[config.mk]
export PLATFORM = sky130hd
export DESIGN_NAME = core_idle_seq
export DESIGN_NICKNAME = d
export VERILOG_FILES = /design/src/rtl/idle_seq_pkg.sv /design/src/rtl/idle_step_ctrl.sv /design/src/rtl/idle_out_decode.sv /design/src/rtl/core_idle_seq.sv
export SDC_FILE = /design/constraint.sdc
export NUM_CORES = 1
export LEC_CHECK = 0
export BUFFER_PORTS_ARGS = -buffer_cell sky130_fd_sc_hd__buf_2
export CORE_MARGIN = 4
export CORE_UTILIZATION = 39
export CTS_CLUSTER_SIZE = 30
export DETAILED_ROUTE_END_ITERATION = 6
export PLACE_DENSITY = 0.63
export SKIP_LAST_GASP = 1
export SLEW_MARGIN = 20
export SYNTH_ARGS = -nofsm -noshare
export SYNTH_HDL_FRONTEND = slang
export SYNTH_HIERARCHICAL = 1
export SYNTH_SLANG_ARGS = --single-unit
[constraint.sdc]
create_clock -name clk -period 2.7 [get_ports clk]
set_clock_uncertainty 0.2 [all_clocks]
set_input_delay 0.27 -clock clk [delete_from_list [all_inputs] [get_ports clk]]
set_output_delay 0.27 -clock clk [all_outputs]
set_load 0.05 [all_outputs]
[src/rtl/idle_seq_pkg.sv]
package idle_seq_pkg;

  typedef enum logic [1:0] {
    MD_RUN   = 2'd0,
    MD_ENTER = 2'd1,
    MD_HOLD  = 2'd2,
    MD_EXIT  = 2'd3
  } seq_mode_e;

  localparam int LVL_W    = 3;
  localparam int CODE_W   = 3;
  localparam int DEPTH_W  = 2;
  localparam int TOP_STEP = 6;

  // ladder rungs
  localparam logic [LVL_W-1:0] S_EU    = 3'd1;
  localparam logic [LVL_W-1:0] S_FREQ  = 3'd2;
  localparam logic [LVL_W-1:0] S_SNOOP = 3'd3;
  localparam logic [LVL_W-1:0] S_CLK   = 3'd4;
  localparam logic [LVL_W-1:0] S_VRET  = 3'd5;
  localparam logic [LVL_W-1:0] S_PG    = 3'd6;

  function automatic logic [LVL_W-1:0] depth_to_step(input logic [DEPTH_W-1:0] d);
    case (d)
      2'd0:    return S_EU;
      2'd1:    return S_FREQ;
      2'd2:    return S_VRET;
      default: return S_PG;
    endcase
  endfunction

  function automatic logic [CODE_W-1:0] step_to_code(input logic [LVL_W-1:0] s);
    if (s >= S_PG)        return 3'd4;
    else if (s >= S_VRET) return 3'd3;
    else if (s >= S_FREQ) return 3'd2;
    else if (s >= S_EU)   return 3'd1;
    else                  return 3'd0;
  endfunction

  function automatic logic needs_purge(input logic [LVL_W-1:0] tgt);
    return tgt >= S_SNOOP;
  endfunction

endpackage

[src/rtl/idle_step_ctrl.sv]
module idle_step_ctrl
  import idle_seq_pkg::*;
(
  input  logic                 clk,
  input  logic                 rst_n,
  input  logic                 idle_req,
  input  logic [DEPTH_W-1:0]   idle_depth,
  input  logic                 wake,
  input  logic                 purge_done,
  input  logic                 volt_good,
  output logic [LVL_W-1:0]     step,
  output logic [LVL_W-1:0]     tgt,
  output seq_mode_e            mode
);

  logic [LVL_W-1:0] step_n, tgt_n;
  seq_mode_e        mode_n;

  // named internal events
  logic req_accept;
  logic enter_ok;
  logic exit_ok;
  logic abort_ev;
  logic [LVL_W-1:0] req_tgt;

  assign req_tgt    = depth_to_step(idle_depth);
  assign req_accept = (mode == MD_RUN) && idle_req && !wake;
  assign enter_ok   = !((step == S_FREQ) && needs_purge(tgt) && !purge_done);
  assign exit_ok    = !((step == S_CLK) && !volt_good);
  assign abort_ev   = (mode == MD_ENTER) && wake;

  always_comb begin
    step_n = step;
    tgt_n  = tgt;
    mode_n = mode;
    case (mode)
      MD_RUN: begin
        if (req_accept) begin
          tgt_n  = req_tgt;
          step_n = S_EU;
          mode_n = (req_tgt == S_EU) ? MD_HOLD : MD_ENTER;
        end
      end
      MD_ENTER, MD_HOLD, MD_EXIT: begin
        if (mode == MD_ENTER && !wake) begin
          if (enter_ok) begin
            step_n = LVL_W'(step + 3'd1);
            if (LVL_W'(step + 3'd1) == tgt) mode_n = MD_HOLD;
          end
        end else if (mode == MD_EXIT || wake) begin
          if (exit_ok) begin
            step_n = LVL_W'(step - 3'd1);
            mode_n = (step == S_EU) ? MD_RUN : MD_EXIT;
          end else begin
            mode_n = MD_EXIT;
          end
        end
      end
      default: mode_n = MD_RUN;
    endcase
  end

  always_ff @(posedge clk) begin
    if (!rst_n) begin
      step <= '0;
      tgt  <= '0;
      mode <= MD_RUN;
    end else begin
      step <= step_n;
      tgt  <= tgt_n;
      mode <= mode_n;
    end
  end

  // an abort leaves the entering phase at the next edge
  a_r7_abort_leaves_entry: assert property (@(posedge clk) disable iff (!rst_n)
    abort_ev |=> (mode == MD_EXIT || mode == MD_RUN));

  // a request outside the active state does not change the chosen depth
  a_r9_req_ignored: assert property (@(posedge clk) disable iff (!rst_n)
    (mode != MD_RUN && idle_req) |=> $stable(tgt));

  // the ladder moves at most one rung per edge
  a_r6_one_rung: assert property (@(posedge clk) disable iff (!rst_n)
    1'b1 |=> (step == $past(step) || step == LVL_W'($past(step) + 3'd1)
              || step == LVL_W'($past(step) - 3'd1)));

  // the purge step is not passed without purge_done
  a_r4_purge_gate: assert property (@(posedge clk) disable iff (!rst_n)
    (mode == MD_ENTER && step == S_FREQ && needs_purge(tgt) && !purge_done) |=> step <= S_FREQ);

endmodule

[src/rtl/idle_out_decode.sv]
module idle_out_decode
  import idle_seq_pkg::*;
(
  input  logic                 clk,
  input  logic                 rst_n,
  input  logic                 wake,
  input  logic                 purge_done,
  input  logic                 volt_good,
  input  logic [LVL_W-1:0]     step,
  input  logic [LVL_W-1:0]     tgt,
  input  seq_mode_e            mode,
  output logic                 eu_clk_gate,
  output logic                 core_clk_gate,
  output logic                 cache_clk_gate,
  output logic                 freq_low_req,
  output logic                 purge_req,
  output logic                 volt_retention,
  output logic                 pwr_gate_en,
  output logic                 snoop_en,
  output logic [CODE_W-1:0]    state_code,
  output logic                 busy
);

  // rung k is in place when the ladder stands at k or above
  logic [TOP_STEP:1] rung;
  for (genvar k = 1; k <= TOP_STEP; k++) begin : g_rung
    assign rung[k] = (step >= LVL_W'(k));
  end

  assign eu_clk_gate    = rung[S_EU];
  assign freq_low_req   = rung[S_FREQ];
  assign snoop_en       = !rung[S_SNOOP];
  assign core_clk_gate  = rung[S_CLK];
  assign cache_clk_gate = rung[S_CLK];
  assign volt_retention = rung[S_VRET];
  assign pwr_gate_en    = rung[S_PG];
  assign purge_req      = (mode == MD_ENTER) && (step == S_FREQ) && needs_purge(tgt);
  assign state_code     = step_to_code(step);
  assign busy           = (mode == MD_ENTER) || (mode == MD_EXIT);

  // snooping stops only at a completed purge
  a_r8_snoop_off_after_purge: assert property (@(posedge clk) disable iff (!rst_n)
    $fell(snoop_en) |-> ($past(purge_req) && $past(purge_done)));

  // clocks come back only after the supply is good at nominal
  a_r6_clk_after_vgood: assert property (@(posedge clk) disable iff (!rst_n)
    $fell(cache_clk_gate) |-> ($past(volt_good) && !volt_retention));

  // power gating only from retention voltage
  a_r5_pg_from_ret: assert property (@(posedge clk) disable iff (!rst_n)
    $rose(pwr_gate_en) |-> $past(volt_retention));

  // a settled Doze leaves in one cycle on wake
  a_r2_doze_fast_exit: assert property (@(posedge clk) disable iff (!rst_n)
    (state_code == 3'd1 && !busy && !freq_low_req && wake) |=> (state_code == 3'd0 && !busy && !eu_clk_gate));

  // Nap keeps caches clocked and snooping
  a_r3_nap_coherent: assert property (@(posedge clk) disable iff (!rst_n)
    (state_code == 3'd2 && !busy) |-> (snoop_en && !cache_clk_gate && !volt_retention));

  // active is never reported without snooping
  a_r8_active_snooping: assert property (@(posedge clk) disable iff (!rst_n)
    (state_code == 3'd0 && !busy) |-> (snoop_en && !eu_clk_gate));

endmodule

[src/rtl/core_idle_seq.sv]
module core_idle_seq
  import idle_seq_pkg::*;
(
  input  logic        clk,
  input  logic        rst_n,
  input  logic        idle_req,
  input  logic [1:0]  idle_depth,
  input  logic        wake,
  input  logic        purge_done,
  input  logic        volt_good,
  output logic        eu_clk_gate,
  output logic        core_clk_gate,
  output logic        cache_clk_gate,
  output logic        freq_low_req,
  output logic        purge_req,
  output logic        volt_retention,
  output logic        pwr_gate_en,
  output logic        snoop_en,
  output logic [2:0]  state_code,
  output logic        busy
);

  logic [LVL_W-1:0] step_w;
  logic [LVL_W-1:0] tgt_w;
  seq_mode_e        mode_w;

  idle_step_ctrl u_ctrl (
    .clk        (clk),
    .rst_n      (rst_n),
    .idle_req   (idle_req),
    .idle_depth (idle_depth),
    .wake       (wake),
    .purge_done (purge_done),
    .volt_good  (volt_good),
    .step       (step_w),
    .tgt        (tgt_w),
    .mode       (mode_w)
  );

  idle_out_decode u_dec (
    .clk            (clk),
    .rst_n          (rst_n),
    .wake           (wake),
    .purge_done     (purge_done),
    .volt_good      (volt_good),
    .step           (step_w),
    .tgt            (tgt_w),
    .mode           (mode_w),
    .eu_clk_gate    (eu_clk_gate),
    .core_clk_gate  (core_clk_gate),
    .cache_clk_gate (cache_clk_gate),
    .freq_low_req   (freq_low_req),
    .purge_req      (purge_req),
    .volt_retention (volt_retention),
    .pwr_gate_en    (pwr_gate_en),
    .snoop_en       (snoop_en),
    .state_code     (state_code),
    .busy           (busy)
  );

endmodule

# After elaboration in Yosys (flattened, before gate mapping)
# Index checks and enable logic that the tools add are counted.
# totals
register_bits,8
elab_cells,67
output_inout_bits,12
inputBits,8
# op_classes
n_lt_le_gt_ge,7
addsub,2
muxes,20
eq_ne,15
reduce_logical,20
# op_table
cell,n
3-bit two-way mux,8
2-bit two-way mux,8
3-bit by 2-bit >= comparator with 1-bit output (second input constant),3
3-bit >= comparator (second input constant),3
3-bit inequality test (second input constant),3
3-bit case mux with 3 select lines,1
1-bit logical AND,8
4-bit AND reduction,2
2-bit == test (second input constant),3
3-bit by 1-bit == test with 1-bit output (second input constant),2
3-bit case mux with 2 select lines,1
2-bit by 1-bit == test with 1-bit output (second input constant),2
1-bit logical NOT,4
2-bit logical NOT,2
2-bit case mux with 2 select lines,1
3-bit by 1-bit adder with 3-bit output (second input constant),1
3-bit by 2-bit == test with 1-bit output (second input constant),1
3-bit == test,1
3-bit == test (second input constant),1
3-bit by 1-bit >= comparator with 1-bit output (second input constant),1
3-bit by 1-bit inequality test with 1-bit output (second input constant),1
3-bit OR reduction,1
3-bit by 1-bit subtractor with 3-bit output (second input constant),1
1-bit logical OR,2
3 further kinds,3

# Longest topological paths before layout
# depth
word_depth,6
mapped_depth,6
mapped_depth_nobuf,6

# Modules after synthesis
# The synthesis kept the hierarchy.
# by_module_without_submodules
mod,area_per_inst_um2,n_inst,cells_per_inst,seq_area_each_um2
idle_step_ctrl,621.8,1,72,160.2
idle_out_decode,138.9,1,20,0.0

# Least setup slack after synthesis
# No wires, ideal clock.
# synth_path
path_kind,reg-to-output
startpoint,register u_ctrl.step[1]
endpoint,output state_code[0]
slack_ns,0.592
t_arrival_ns,1.638
n_path_buf,0
stages_incl_launch_ff,3
required_ns,2.230
cell_sequence,dfxtp_1 ha_1 a21oi_1
# synth_via
word_cells_on_any_way,8
cone_classes,4 x order compare; 4 x mux
# synth_lines
element,line,rtl
start: declaration,idle_step_ctrl.sv:11,"output logic [LVL_W-1:0] step,"
start signal: assignment,idle_step_ctrl.sv:69,step <= step_n;
3-bit >= comparator,n/a,
via pwr_gate_en,core_idle_seq.sv:17,"output logic pwr_gate_en,"
3-bit two-way mux,idle_seq_pkg.sv:33,if (s >= S_PG) return 3'd4;
end: declaration,core_idle_seq.sv:19,"output logic [2:0] state_code,"
# The timed path passes the listed nets, and every way through them passes these cells.

# Worst setup path in the final report
# layout_path
startpoint,register u_ctrl.step[2]
endpoint,output snoop_en
# layout_via
elab_chain_cells,2
# layout_lines
element,line,rtl
3-bit by 2-bit >= comparator with 1-bit output,idle_out_decode.sv:27,assign rung[k] = (step >= LVL_W'(k));
1-bit logical NOT,idle_out_decode.sv:32,assign snoop_en = !rung[S_SNOOP];
end: declaration,core_idle_seq.sv:18,"output logic snoop_en,"
# Every way passes these cells.

==> impl_metrics.json <==
{
  "finalHoldViolCount": 0,
  "core_area_um2": 1780,
  "syn_area_um2": 761,
  "flow.area_growth_from_synthesis_pct": 14.8,
  "cp_max_fo": 14,
  "fmax_ghz": 0.449,
  "pwr-share-seq_pct": 22.7,
  "rows": 15,
  "multiInputGateArea_um2": 517,
  "fill_cells": 170,
  "worstPathArrival_ns": 1.76,
  "critPathCaptureType": "primary output",
  "critPathMaxStageDelay_ns": 0.60,
  "drcViolationCount": 0,
  "finalMaxSlewViolations": 0,
  "die_area_um2": 2720,
  "cts-root-buf": "clkbuf_4",
  "synth_nets": 108,
  "p_leak_nw": 0.384,
  "synth_edf_count": 0,
  "ff_latch_area_um2": 160,
  "cts_tree": "done",
  "gp_congestion": 0.844,
  "viasPerCell": 5.34,
  "port_buffers": 19,
  "utilization_pct": 49.0,
  "clk_latency_ns": 0.26,
  "met2WireLength_um": 699,
  "crit_path_top_delay_cell": "dfxtp_1",
  "antenna_found_initial": 0,
  "synthArstFlopShare_pct": 0,
  "status": "completed",
  "ios": 20,
  "yosys_warnings": 6,
  "worstPathRequired_ns": 2.23,
  "cts.repair.resized": 0,
  "die_y_um": 52.2,
  "worst_pin_slew_ns": 0.494,
  "numCtsBuffers": 3,
  "clkTransAtPathRegs_ns": 0.05,
  "hpwl_um": 1320,
  "fin_tns_setup_ns": 0,
  "p_per_area_nw_per_um2": 1300,
  "fp.dieW_um": 52.2,
  "slew_headroom_pct": 66.8,
  "grt.total_usage_pct": 14.8,
  "ir_drop_v": 0.000669,
  "yosys.cell_types.count": 41,
  "seq_area_frac_synth_pct": 21.1,
  "overflow": 0,
  "drive_gt1_share_pct": 25.0,
  "clockPowerShare_pct": 8.4,
  "start_util_pct": 42.7,
  "maxCapViolations": 0,
  "routed_wl_um": 1740,
  "dr.pass1.iters": 4,
  "grt_first_pass_wirelength_um": 2900,
  "clk_path_buf_depth": 2,
  "min_path_type": "input pin to flop",
  "netSwitchingFraction_pct": 59.5,
  "rsz0062_at_grt": "no",
  "drt_iter0_drc": 19,
  "top_layer": "met4",
  "p_switching_w": 0.000676,
  "drt-met1-wl_um": 849,
  "startpoint_type": "flop",
  "vias": 710,
  "grt_start_max_net_pins": 15,
  "path_cells": "inv_1, ha_1, o21a_1, nor2_1, buf_2",
  "synth_cells": 92,
  "hold_ws_ns": 0.0606,
  "dr_wl_met3_um": 146,
  "drtAntennaViolNets": 0,
  "worstSetupPathType": "flop to primary output",
  "diodes": 0,
  "internal_power_w": 0.000460,
  "first_global_vias": 651,
  "cts_sinks": 8,
  "nNetsFinal": 126,
  "post-route-min-period_ns": 2.23,
  "ys_ff_latch": 8,
  "wl_per_cell_um": 13.1,
  "finalCritPeriodShare_pct": 82.6,
  "htree_num_levels": 1,
  "synthFlopType": "dfxtp_1",
  "avgSynthCellArea_um2": 8.27,
  "setup-violations-final": 0,
  "combPwrFrac_pct": 68.9
}
==> through the flow <==
| step | std cells | total power [W] | area, um^2 | setup WS, ns |
|---|---|---|---|---|
| 5_1_grt | 133 | 0.00123 | 873 | 0.302 |
| 3_5_place_dp | 129 | 0.00103 | 841 | 0.496 |
| 6_report | 133 | 0.00114 | 873 | 0.471 |
| 3_3_place_gp | 129 | 0.00104 | 841 | 0.587 |
| 4_1_cts | 133 | 0.00114 | 873 | 0.444 |
| 2_1_floorplan | 92 | 0.000920 | 761 | 0.592 |
==> worst max-delay path, delay by kind of cell (launching register included) <==
family / cells / cell delay (ns)
AND/OR/NAND/NOR: 1 / 0.07
flip-flops: 1 / 0.60
buffers and inverters: 2 / 0.42
AO/OA/AOI/OAI: 1 / 0.17
adder cells (fa/ha/maj): 1 / 0.23
==> power by group through the flow <==
stage,clock (W),sequential (W),combinational (W)
final,0.0000958,0.000258,0.000783
after global routing,0.000105,0.000272,0.000850
after CTS,0.000100,0.000258,0.000782
after floorplan,0,0.000205,0.000715
after global placement,0,0.000262,0.000778
after detailed placement,0,0.000260,0.000775
==> logic make-up after synthesis <==
kind of cell	Yosys count	share of synthesized area, %
fa+ha+maj	8	13.2
buf+inv	17	11.0
xor+xnor	5	5.76
mux	3	4.11
simple gates	26	21.4
flops	8	21.1
compound gates	25	23.5
==> registers in the layout, summed over array words and instances, names as in the netlist <==
register and flops:
u_ctrl/step 3, u_ctrl/tgt 3, u_ctrl/mode 2
==> area by class of cell <==
class | instances | area share [%]
Clock buffer | 3 | 2.58
Inverter | 10 | 4.30
Multi-Input combinational cell | 67 | 59.2
Sequential cell | 8 | 18.3
Tap cell | 25 | 3.58
Timing Repair Buffer | 20 | 12.0
==> final timing paths <==
check | startpoint | endpoint | slack (ns) | cells past startpoint
worst max-delay path | u_ctrl/step[2] | snoop_en | 0.47 | 5
worst max register to register | u_ctrl/step[0] | u_ctrl/step[1] | 0.48 | 6
worst min-delay path | rst_n | u_ctrl/mode[0] | 0.06 | 3
worst min register to register | u_ctrl/tgt[0] | u_ctrl/tgt[0] | 0.35 | 2
==> Yosys cell counts, types with 3 or more instances <==
library cell   n  area share, %
xnor2_1        4            4.6
inv_1         10            4.9
ha_1           8             13
buf_4          3            3.0
dfxtp_1        8             21
nand2_1        5            2.5
nor2_1         7            3.5
a21oi_1        5            3.3
==> layout by cell type (no fill, tap or decap), drive strengths merged, types with 3 or more instances in the layout <==
master  netlist  layout
clkbuf        2       3
dfxtp         8       8
nand2         5       5
o21ai         3       3
a21oi         5       5
buf           5      19
ha            8       8
nand2b        3       3
xnor2         4       4
inv          10      10
nor2          7       7
==> layer usage <==
layer	vias to the layer above	GRT usage (%)
met5	-	0
met3	4	3.44
met4	0	11.5
li1	359	-
met2	34	19.0
met1	313	20.7
==> what timing repair did <==
action                                 in CTS  in global routing
setup buffers                               0                  0
endpoints found under the hold margin       1                  0
hold buffers                                1                  0
Power figures use the tool's default switching activity.
